`config.mk`:
```
export PLATFORM = sky130hd
export DESIGN_NAME = pwecc_ctrl
export DESIGN_NICKNAME = d
export VERILOG_FILES = /design/src/rtl/pwecc_pkg.sv /design/src/rtl/pwecc_slice.sv /design/src/rtl/pwecc_decode.sv /design/src/rtl/pwecc_ctrl.sv
export SDC_FILE = /design/constraint.sdc
export NUM_CORES = 1
export LEC_CHECK = 0
export BUFFER_PORTS_ARGS = -buffer_cell sky130_fd_sc_hd__buf_2
export CAP_MARGIN = 20
export CORE_ASPECT_RATIO = 0.9
export CORE_MARGIN = 10
export CORE_UTILIZATION = 45
export DETAILED_ROUTE_END_ITERATION = 12
export GPL_TIMING_DRIVEN = 0
export PLACE_DENSITY = 0.68
export SYNTH_ARGS = -nofsm -noshare
export SYNTH_HDL_FRONTEND = slang
export SYNTH_SLANG_ARGS = --single-unit
```
`constraint.sdc`:
```
create_clock -name clk -period 3.34 [get_ports clk]
set_input_delay 0.835 -clock clk [delete_from_list [all_inputs] [get_ports clk]]
set_output_delay 0.835 -clock clk [all_outputs]
set_load 0.005 [all_outputs]
```
`src/rtl/pwecc_pkg.sv`:
```
package pwecc_pkg;

   localparam int CODE_CHK_W = 8;
   localparam int CODE_MAX_W = 64;

   typedef enum logic [2:0] {
      ST_IDLE,
      ST_W_LO,
      ST_W_HI,
      ST_R_LO,
      ST_R_HI,
      ST_R_WAIT,
      ST_R_DEC
   } ctl_state_e;

   // Column of data bit j: weight-3 values ascending, then weight-5 values ascending.
   function automatic logic [CODE_CHK_W-1:0] col_of(input int j);
      int seen;
      logic [CODE_CHK_W-1:0] res;
      res  = '0;
      seen = 0;
      for (int v = 1; v < 256; v++) begin
         if ($countones(v[7:0]) == 3) begin
            if (seen == j) res = v[7:0];
            seen++;
         end
      end
      for (int v = 1; v < 256; v++) begin
         if ($countones(v[7:0]) == 5) begin
            if (seen == j) res = v[7:0];
            seen++;
         end
      end
      return res;
   endfunction

   // Which of `width` data bits starting at column `base` feed check bit k.
   function automatic logic [CODE_MAX_W-1:0] row_mask(input int base, input int width, input int k);
      logic [CODE_MAX_W-1:0] m;
      logic [CODE_CHK_W-1:0] c;
      m = '0;
      for (int i = 0; i < width; i++) begin
         c    = col_of(base + i);
         m[i] = c[k];
      end
      return m;
   endfunction

endpackage

```
`src/rtl/pwecc_slice.sv`:
```
module pwecc_slice #(
   parameter int BASE  = 0,
   parameter int WIDTH = 32,
   parameter int CHK_W = 8
) (
   input  logic [WIDTH-1:0] d,
   output logic [CHK_W-1:0] part
);

   if (WIDTH > pwecc_pkg::CODE_MAX_W) begin : g_bad_width
      $error("pwecc_slice: WIDTH exceeds code table");
   end
   if (CHK_W != pwecc_pkg::CODE_CHK_W) begin : g_bad_chk
      $error("pwecc_slice: CHK_W must be 8");
   end

   for (genvar k = 0; k < CHK_W; k++) begin : g_row
      localparam logic [pwecc_pkg::CODE_MAX_W-1:0] MASK = pwecc_pkg::row_mask(BASE, WIDTH, k);
      assign part[k] = ^(d & MASK[WIDTH-1:0]);
   end

endmodule

```
`src/rtl/pwecc_decode.sv`:
```
module pwecc_decode #(
   parameter int DATA_W = 64,
   parameter int CHK_W  = 8
) (
   input  logic [CHK_W-1:0]  syn,
   input  logic [DATA_W-1:0] raw,
   output logic [DATA_W-1:0] flip,
   output logic [DATA_W-1:0] fixed,
   output logic              single,
   output logic              uncorr
);

   logic chk_hit;

   for (genvar j = 0; j < DATA_W; j++) begin : g_col
      localparam logic [CHK_W-1:0] COL = pwecc_pkg::col_of(j);
      assign flip[j] = (syn == COL);
   end

   always_comb begin
      chk_hit = (syn != '0) && ((syn & (syn - 1'b1)) == '0);
      single  = (|flip) || chk_hit;
      uncorr  = (syn != '0) && !single;
      fixed   = raw ^ flip;
   end

endmodule

```
`src/rtl/pwecc_ctrl.sv`:
```
module pwecc_ctrl #(
   parameter int DATA_W = 64,
   parameter int ADDR_W = 20,
   parameter int BANK_W = 3
) (
   input  logic                          clk,
   input  logic                          rst_n,
   input  logic                          cfg_ecc_en,
   input  logic [BANK_W-1:0]             cfg_bank_cnt,
   input  logic                          wr_req,
   input  logic                          rd_req,
   input  logic [ADDR_W-1:0]             req_addr,
   input  logic [DATA_W-1:0]             wr_data,
   output logic                          busy,
   output logic                          rd_valid,
   output logic [DATA_W-1:0]             rd_data,
   output logic                          err_corr,
   output logic                          err_uncorr,
   output logic [7:0]                    syndrome,
   output logic                          mem_req,
   output logic                          mem_we,
   output logic [ADDR_W:0]               mem_addr,
   output logic [DATA_W/2+DATA_W/16-1:0] mem_wdata,
   input  logic                          mem_rvalid,
   input  logic [DATA_W/2+DATA_W/16-1:0] mem_rdata
);
   import pwecc_pkg::*;

   localparam int HALF_W  = DATA_W / 2;
   localparam int LANE_W  = HALF_W / 8;
   localparam int CHK_W   = CODE_CHK_W;
   localparam int NBYTE   = DATA_W / 8;
   localparam int MEM_W   = HALF_W + LANE_W;

   if (DATA_W != CODE_MAX_W) begin : g_bad_data
      $error("pwecc_ctrl: DATA_W must be 64");
   end
   if (2 * LANE_W != CHK_W) begin : g_bad_lane
      $error("pwecc_ctrl: lanes per pair must equal check bits");
   end
   if (BANK_W < 1) begin : g_bad_bank
      $error("pwecc_ctrl: BANK_W must be at least 1");
   end

   ctl_state_e          st;
   logic [ADDR_W-1:0]   addr_q;
   logic [DATA_W-1:0]   dbuf;
   logic [CHK_W-1:0]    cbuf;
   logic                ecc_q;
   logic                got_lo;

   logic                ecc_req;
   logic                take_wr;
   logic                take_rd;
   logic [CHK_W-1:0]    part [2];
   logic [CHK_W-1:0]    chk_calc;
   logic [NBYTE-1:0]    par_bits;
   logic [CHK_W-1:0]    syn;
   logic [NBYTE-1:0]    pmask;
   logic [LANE_W-1:0]   lane_lo;
   logic [LANE_W-1:0]   lane_hi;
   logic [DATA_W-1:0]   dec_flip;
   logic [DATA_W-1:0]   dec_fixed;
   logic                dec_single;
   logic                dec_uncorr;

   // Protection only when requested and banks come in pairs
   assign ecc_req = cfg_ecc_en && !cfg_bank_cnt[0];
   assign take_wr = (st == ST_IDLE) && wr_req;
   assign take_rd = (st == ST_IDLE) && rd_req && !wr_req;
   assign busy    = (st != ST_IDLE);

   // Two chained check slices, one per half
   for (genvar h = 0; h < 2; h++) begin : g_slice
      pwecc_slice #(
         .BASE (h * HALF_W),
         .WIDTH(HALF_W),
         .CHK_W(CHK_W)
      ) u_slice (
         .d   (dbuf[h*HALF_W +: HALF_W]),
         .part(part[h])
      );
   end
   assign chk_calc = part[0] ^ part[1];

   for (genvar b = 0; b < NBYTE; b++) begin : g_par
      assign par_bits[b] = ^dbuf[8*b +: 8];
   end

   assign syn   = chk_calc ^ cbuf;
   assign pmask = par_bits ^ cbuf;

   pwecc_decode #(
      .DATA_W(DATA_W),
      .CHK_W (CHK_W)
   ) u_dec (
      .syn   (syn),
      .raw   (dbuf),
      .flip  (dec_flip),
      .fixed (dec_fixed),
      .single(dec_single),
      .uncorr(dec_uncorr)
   );

   always_comb begin
      lane_lo   = ecc_q ? chk_calc[LANE_W-1:0]      : par_bits[LANE_W-1:0];
      lane_hi   = ecc_q ? chk_calc[CHK_W-1:LANE_W]  : par_bits[NBYTE-1:LANE_W];
      mem_req   = (st == ST_W_LO) || (st == ST_W_HI) || (st == ST_R_LO) || (st == ST_R_HI);
      mem_we    = (st == ST_W_LO) || (st == ST_W_HI);
      mem_addr  = {addr_q, (st == ST_W_HI) || (st == ST_R_HI)};
      mem_wdata = (st == ST_W_HI) ? {lane_hi, dbuf[DATA_W-1:HALF_W]}
                                  : {lane_lo, dbuf[HALF_W-1:0]};
   end

   always_ff @(posedge clk) begin
      if (!rst_n) begin
         st         <= ST_IDLE;
         addr_q     <= '0;
         dbuf       <= '0;
         cbuf       <= '0;
         ecc_q      <= 1'b0;
         got_lo     <= 1'b0;
         rd_valid   <= 1'b0;
         rd_data    <= '0;
         err_corr   <= 1'b0;
         err_uncorr <= 1'b0;
         syndrome   <= '0;
      end else begin
         rd_valid   <= 1'b0;
         err_corr   <= 1'b0;
         err_uncorr <= 1'b0;
         case (st)
            ST_IDLE: begin
               if (take_wr) begin
                  addr_q <= req_addr;
                  dbuf   <= wr_data;
                  ecc_q  <= ecc_req;
                  st     <= ST_W_LO;
               end else if (take_rd) begin
                  addr_q <= req_addr;
                  ecc_q  <= ecc_req;
                  got_lo <= 1'b0;
                  st     <= ST_R_LO;
               end
            end
            ST_W_LO: st <= ST_W_HI;
            ST_W_HI: st <= ST_IDLE;
            ST_R_LO: st <= ST_R_HI;
            ST_R_HI, ST_R_WAIT: begin
               if (st == ST_R_HI) st <= ST_R_WAIT;
               if (mem_rvalid) begin
                  if (!got_lo) begin
                     dbuf[HALF_W-1:0]    <= mem_rdata[HALF_W-1:0];
                     cbuf[LANE_W-1:0]    <= mem_rdata[MEM_W-1:HALF_W];
                     got_lo              <= 1'b1;
                  end else begin
                     dbuf[DATA_W-1:HALF_W] <= mem_rdata[HALF_W-1:0];
                     cbuf[CHK_W-1:LANE_W]  <= mem_rdata[MEM_W-1:HALF_W];
                     st                    <= ST_R_DEC;
                  end
               end
            end
            ST_R_DEC: begin
               rd_valid   <= 1'b1;
               rd_data    <= ecc_q ? dec_fixed : dbuf;
               err_corr   <= ecc_q && dec_single;
               err_uncorr <= ecc_q ? dec_uncorr : (|pmask);
               syndrome   <= ecc_q ? syn : pmask;
               st         <= ST_IDLE;
            end
            default: st <= ST_IDLE;
         endcase
      end
   end

   // ---------------- assertions ----------------
   p_wr_start_r1: assert property (@(posedge clk) disable iff (!rst_n)
      (wr_req && !busy) |=> (mem_req && mem_we && !mem_addr[0]))
      else $error("write did not start with low half");

   p_wr_pair_r1: assert property (@(posedge clk) disable iff (!rst_n)
      (mem_req && mem_we && !mem_addr[0]) |=>
      (mem_req && mem_we && mem_addr[0] && (mem_addr[ADDR_W:1] == $past(mem_addr[ADDR_W:1]))))
      else $error("high-half write did not follow low half");

   p_rd_start_r3: assert property (@(posedge clk) disable iff (!rst_n)
      (rd_req && !wr_req && !busy) |=> (mem_req && !mem_we && !mem_addr[0]))
      else $error("read did not start with low half");

   p_rdv_pulse_r3: assert property (@(posedge clk) disable iff (!rst_n)
      rd_valid |=> !rd_valid)
      else $error("rd_valid longer than one cycle");

   p_flag_with_data_r5: assert property (@(posedge clk) disable iff (!rst_n)
      (err_corr || err_uncorr) |-> rd_valid)
      else $error("error flag without read result");

   p_flags_excl_r6: assert property (@(posedge clk) disable iff (!rst_n)
      !(err_corr && err_uncorr))
      else $error("both error flags raised");

   p_flip_onehot_r5: assert property (@(posedge clk) disable iff (!rst_n)
      (st == ST_R_DEC) |-> $onehot0(dec_flip))
      else $error("more than one column matched");

   p_dbl_passthru_r6: assert property (@(posedge clk) disable iff (!rst_n)
      (st == ST_R_DEC && ecc_q && syn != '0 && (^syn) == 1'b0) |=>
      (rd_data == $past(dbuf) && err_uncorr && !err_corr))
      else $error("double error not passed through");

   p_par_nocorr_r8: assert property (@(posedge clk) disable iff (!rst_n)
      (st == ST_R_DEC && !ecc_q) |=> !err_corr)
      else $error("correction reported in parity mode");

endmodule

```
==> key figures <==
Run status
  – Outcome: finished with violations
  – Failing checks: negative setup slack

STA
  – Fmax: approximately 270 MHz
  – Measured slew at the worst slew-check pin: around 0.91 ns
  – Final number of setup-violating endpoints: between 40 and 50
  – Max Clock Skew: between 0.01 and 0.015 ns
  – Setup WS post-layout: -0.3290 ns
  – Final Max Tran Viols: 0
  – Slew margin rel.: 0.3932
  – Final hold vios: 0
  – RSZ-0062 raised after global routing: true
  – Final Critical Period: between 3 and 4 ns
  – Period Utilization, post-route: 1.099

Setup path
  – R2R Path End: err_corr
  – Reg-to-Reg Start: dbuf[57]
  – Worst Setup Start Kind: flop
  – Largest stage delay on the critical path: roughly 0.55 ns
  – Worst path slowest cell: or4_4
  – Worst path cell trace: xnor2_2 > xnor3_2 > xnor2_4 > xnor3_2 > buf_6 > xor2_4 > buf_6 > xnor2_2 > o31a_1 > o22ai_1 > or4_4 > o211a_1
  – Worst path required time: between 3 and 4 ns
  – R2R cell count: 12
  – Crit path max fanout: 6
  – Critical Setup Path Class: reg2reg
  – CP arrival: ~4 ns
  – Reg-to-reg slack, setup: -0.33 ns
  – Worst setup EP type: flop

GRT
  – First-pass GRT wire length: a little under 70000 µm
  – Number of global-route vias before repair: approximately 11000
  – Routing usage on met1: 0.3634
  – Initial antenna violation count: 0
  – GR peak layer: met2
  – Largest net degree at the start of global routing: 17
  – GRT met3 Usage: 0.07113
  – Grt ovf: 0
  – Tot GR Track Use: 0.2898
  – Grt met2 use: 0.4708

Floorplan
  – Site Rows: between 50 and 60
  – Area of the core region: 23480 µm²
  – Initial core utilization: 0.4606
  – DIE WIDTH: around 180 µm
  – Die area: just over 30000 µm²
  – Die height: approximately 170 µm
  – # IOs: approximately 260

Synthesis
  – Simple-Gate Fraction of Synth Area: 0.2051
  – Compound-Gate Fraction of Synth Area: 0.1820
  – Synth Cell Area: ~11000 µm²
  – Cell count after synthesis: approximately 1300
  – Post-synth EDFFs: 0
  – Adder-Cell Fraction of Synth Area: 0
  – Yosys Warn Count: 0
  – Post-synth cell types: 52
  – Ys async rst share: 0
  – Mux cell area share after synthesis: 0.008795
  – FF+latch count, synth: between 150 and 200
  – Synth top area share: 0.3185
  – Largest family of logic cells by synthesized area: XOR/XNOR gates
  – Synth area leader: dfxtp_1
  – Synth area leaders: dfxtp_1 (32%), xnor2_1 (8.8%), a211oi_1 (8.5%), nand2_1 (7.1%), nor2_1 (6.8%)
  – Register area share after synthesis: 0.3185
  – Syn avg cell area: roughly 8.0 µm²
  – Synth Net Count: between 1000 and 1500
  – Xor/xnor share of the synthesized area: 0.2355
  – Synth Flop Type: dfxtp_1

Place
  – Final HPWL from detailed placement: 35880 µm
  – I/O Buffers: between 200 and 300
  – Cell Area, Placed: 12540 µm²
  – Placer Congestion: around 1

Clocking
  – Clk sink count: 172
  – Hold buffer count at CTS: 0
  – Clk slew on worst S/H paths: 0.07 ns
  – H-Tree Depth: 4
  – Worst-Skew Late Latency: around 0.45 ns
  – CTS Buffer Depth: 2
  – CTS tree: done
  – TritonCTS Buffers: 17
  – Clock root cell: clkbuf_16

Layout
  – Antenna cells: 0
  – Commonest cells after routing, fill and taps aside: buf_2 (266), nand2_1 (178), nor2_1 (170), dfxtp_1 (128), a211oi_1 (110)
  – Share of cells above drive strength 1: 0.3773
  – Nets: 1825
  – Area growth syn-to-layout: 41.03%
  – Filler cell count in the final layout: between 1500 and 2000
  – FF+latch area: ~3500 µm²
  – Multi-input gate area: roughly 8000 µm²
  – Design Area, Final: between 15000 and 20000 µm²
  – Most common library cell in the layout ignoring fill and taps: buf_2

Routing
  – Final wirelength: between 40000 and 50000 µm
  – Initial DRT Pass Iterations: 8
  – Routed WL per cell: between 20 and 25 µm
  – DR iter-0 viols: between 1000 and 1500
  – Antenna viol nets, final: 0
  – Residual DRC: 0
  – Total number of vias: 11640
  – Via/cell ratio: roughly 5.8

Hold path
  – Type of the worst min-delay path: reg2reg
  – Hold Path Depth: 2
  – Worst Hold Launch: addr_q[4]
  – Hold Path Sink: addr_q[4]

Flow run
  – Max_cap viols: 0
## synth_stat cells, types with 18 or more instances
library cell / instances
nor3_1: 28
and2_1: 34
xnor3_1: 31
nor2_1: 195
a21oi_1: 107
clkbuf_1: 93
o21ai_0: 29
buf_2: 18
xor2_1: 50
nand2_1: 205
dfxtp_1: 172
a211oi_1: 123
xnor2_1: 109
## routing by layer
metal	up-vias	wire, µm
met5	-	0
met4	0	1958
met3	136	4636
met2	702	22480
met1	5507	18450
li1	5298	-
## worst max-delay path by stage
stage | from | to | slack, ns
CTS | dbuf[46] | mem_wdata[35] | -0.32
detailed placement | dbuf[15] | err_corr | -0.98
global placement | dbuf[15] | err_corr | -1.08
floorplan | dbuf[56] | err_corr | 0.0007
global route | dbuf[57] | err_corr | -0.35
finish | dbuf[57] | err_corr | -0.33
## state kept, by name (all words and copies together) (netlist names)
register / cells
st: 3
err_corr: 1
cbuf: 8
err_uncorr: 1
rd_valid: 1
addr_q: 20
syndrome: 8
got_lo: 1
rd_data: 64
ecc_q: 1
dbuf: 64
## per-stage QoR
stage | setup TNS, ns | std cells | util | hold WS (ns) | setup WS, ns
6_report | -5.077 | 2009 | 0.6495 | 0.4526 | -0.3290
3_5_place_dp | -47.52 | 1911 | 0.5343 | 0.4433 | -0.9788
5_1_grt | -7.624 | 2009 | 0.6495 | 0.4778 | -0.3527
2_1_floorplan | 0 | 1348 | - | 0.4527 | 0.0007312
4_1_cts | -1.973 | 1976 | 0.6078 | 0.4535 | -0.3212
3_3_place_gp | -47.50 | 1911 | 0.5343 | 0.4394 | -1.081
## cells by family (layout without fill, tap and decap cells)
kind of cell / Yosys count / after routing
and+or+nand+nor: 520 / 520
AOI/OAI and AO/OA: 305 / 305
xor gates and xnor gates: 212 / 212
DFF: 172 / 172
buffers and inverters: 132 / 491
muxes: 7 / 7
## area by class of cell
type | count | share of cell area
multi-input combinational | 1044 | 0.5256
sequential | 172 | 0.2326
timing repair buffer | 351 | 0.1410
buffer | 102 | 0.03537
clock buffer | 18 | 0.02880
tap | 302 | 0.02478
clock inverter | 12 | 0.009929
inverter | 8 | 0.001969
## worst max-delay path, delay by kind of cell (launching register included)
kind	cells	cell delay (ns)
flops	1	0.37
buf+inv	2	0.33
simple gates	1	0.55
compound gates	3	0.50
xor+xnor	6	1.82
## timing repair
action                     4_1_cts  5_1_grt
resized for setup              188      151
setup buffers                   51       38
setup endpoints to repair      100      113
cloned                           0        1
pin swaps                       44       85
Power is not shown: default switching activity piles up to over one toggle a cycle in this logic, so the estimate is an artifact.
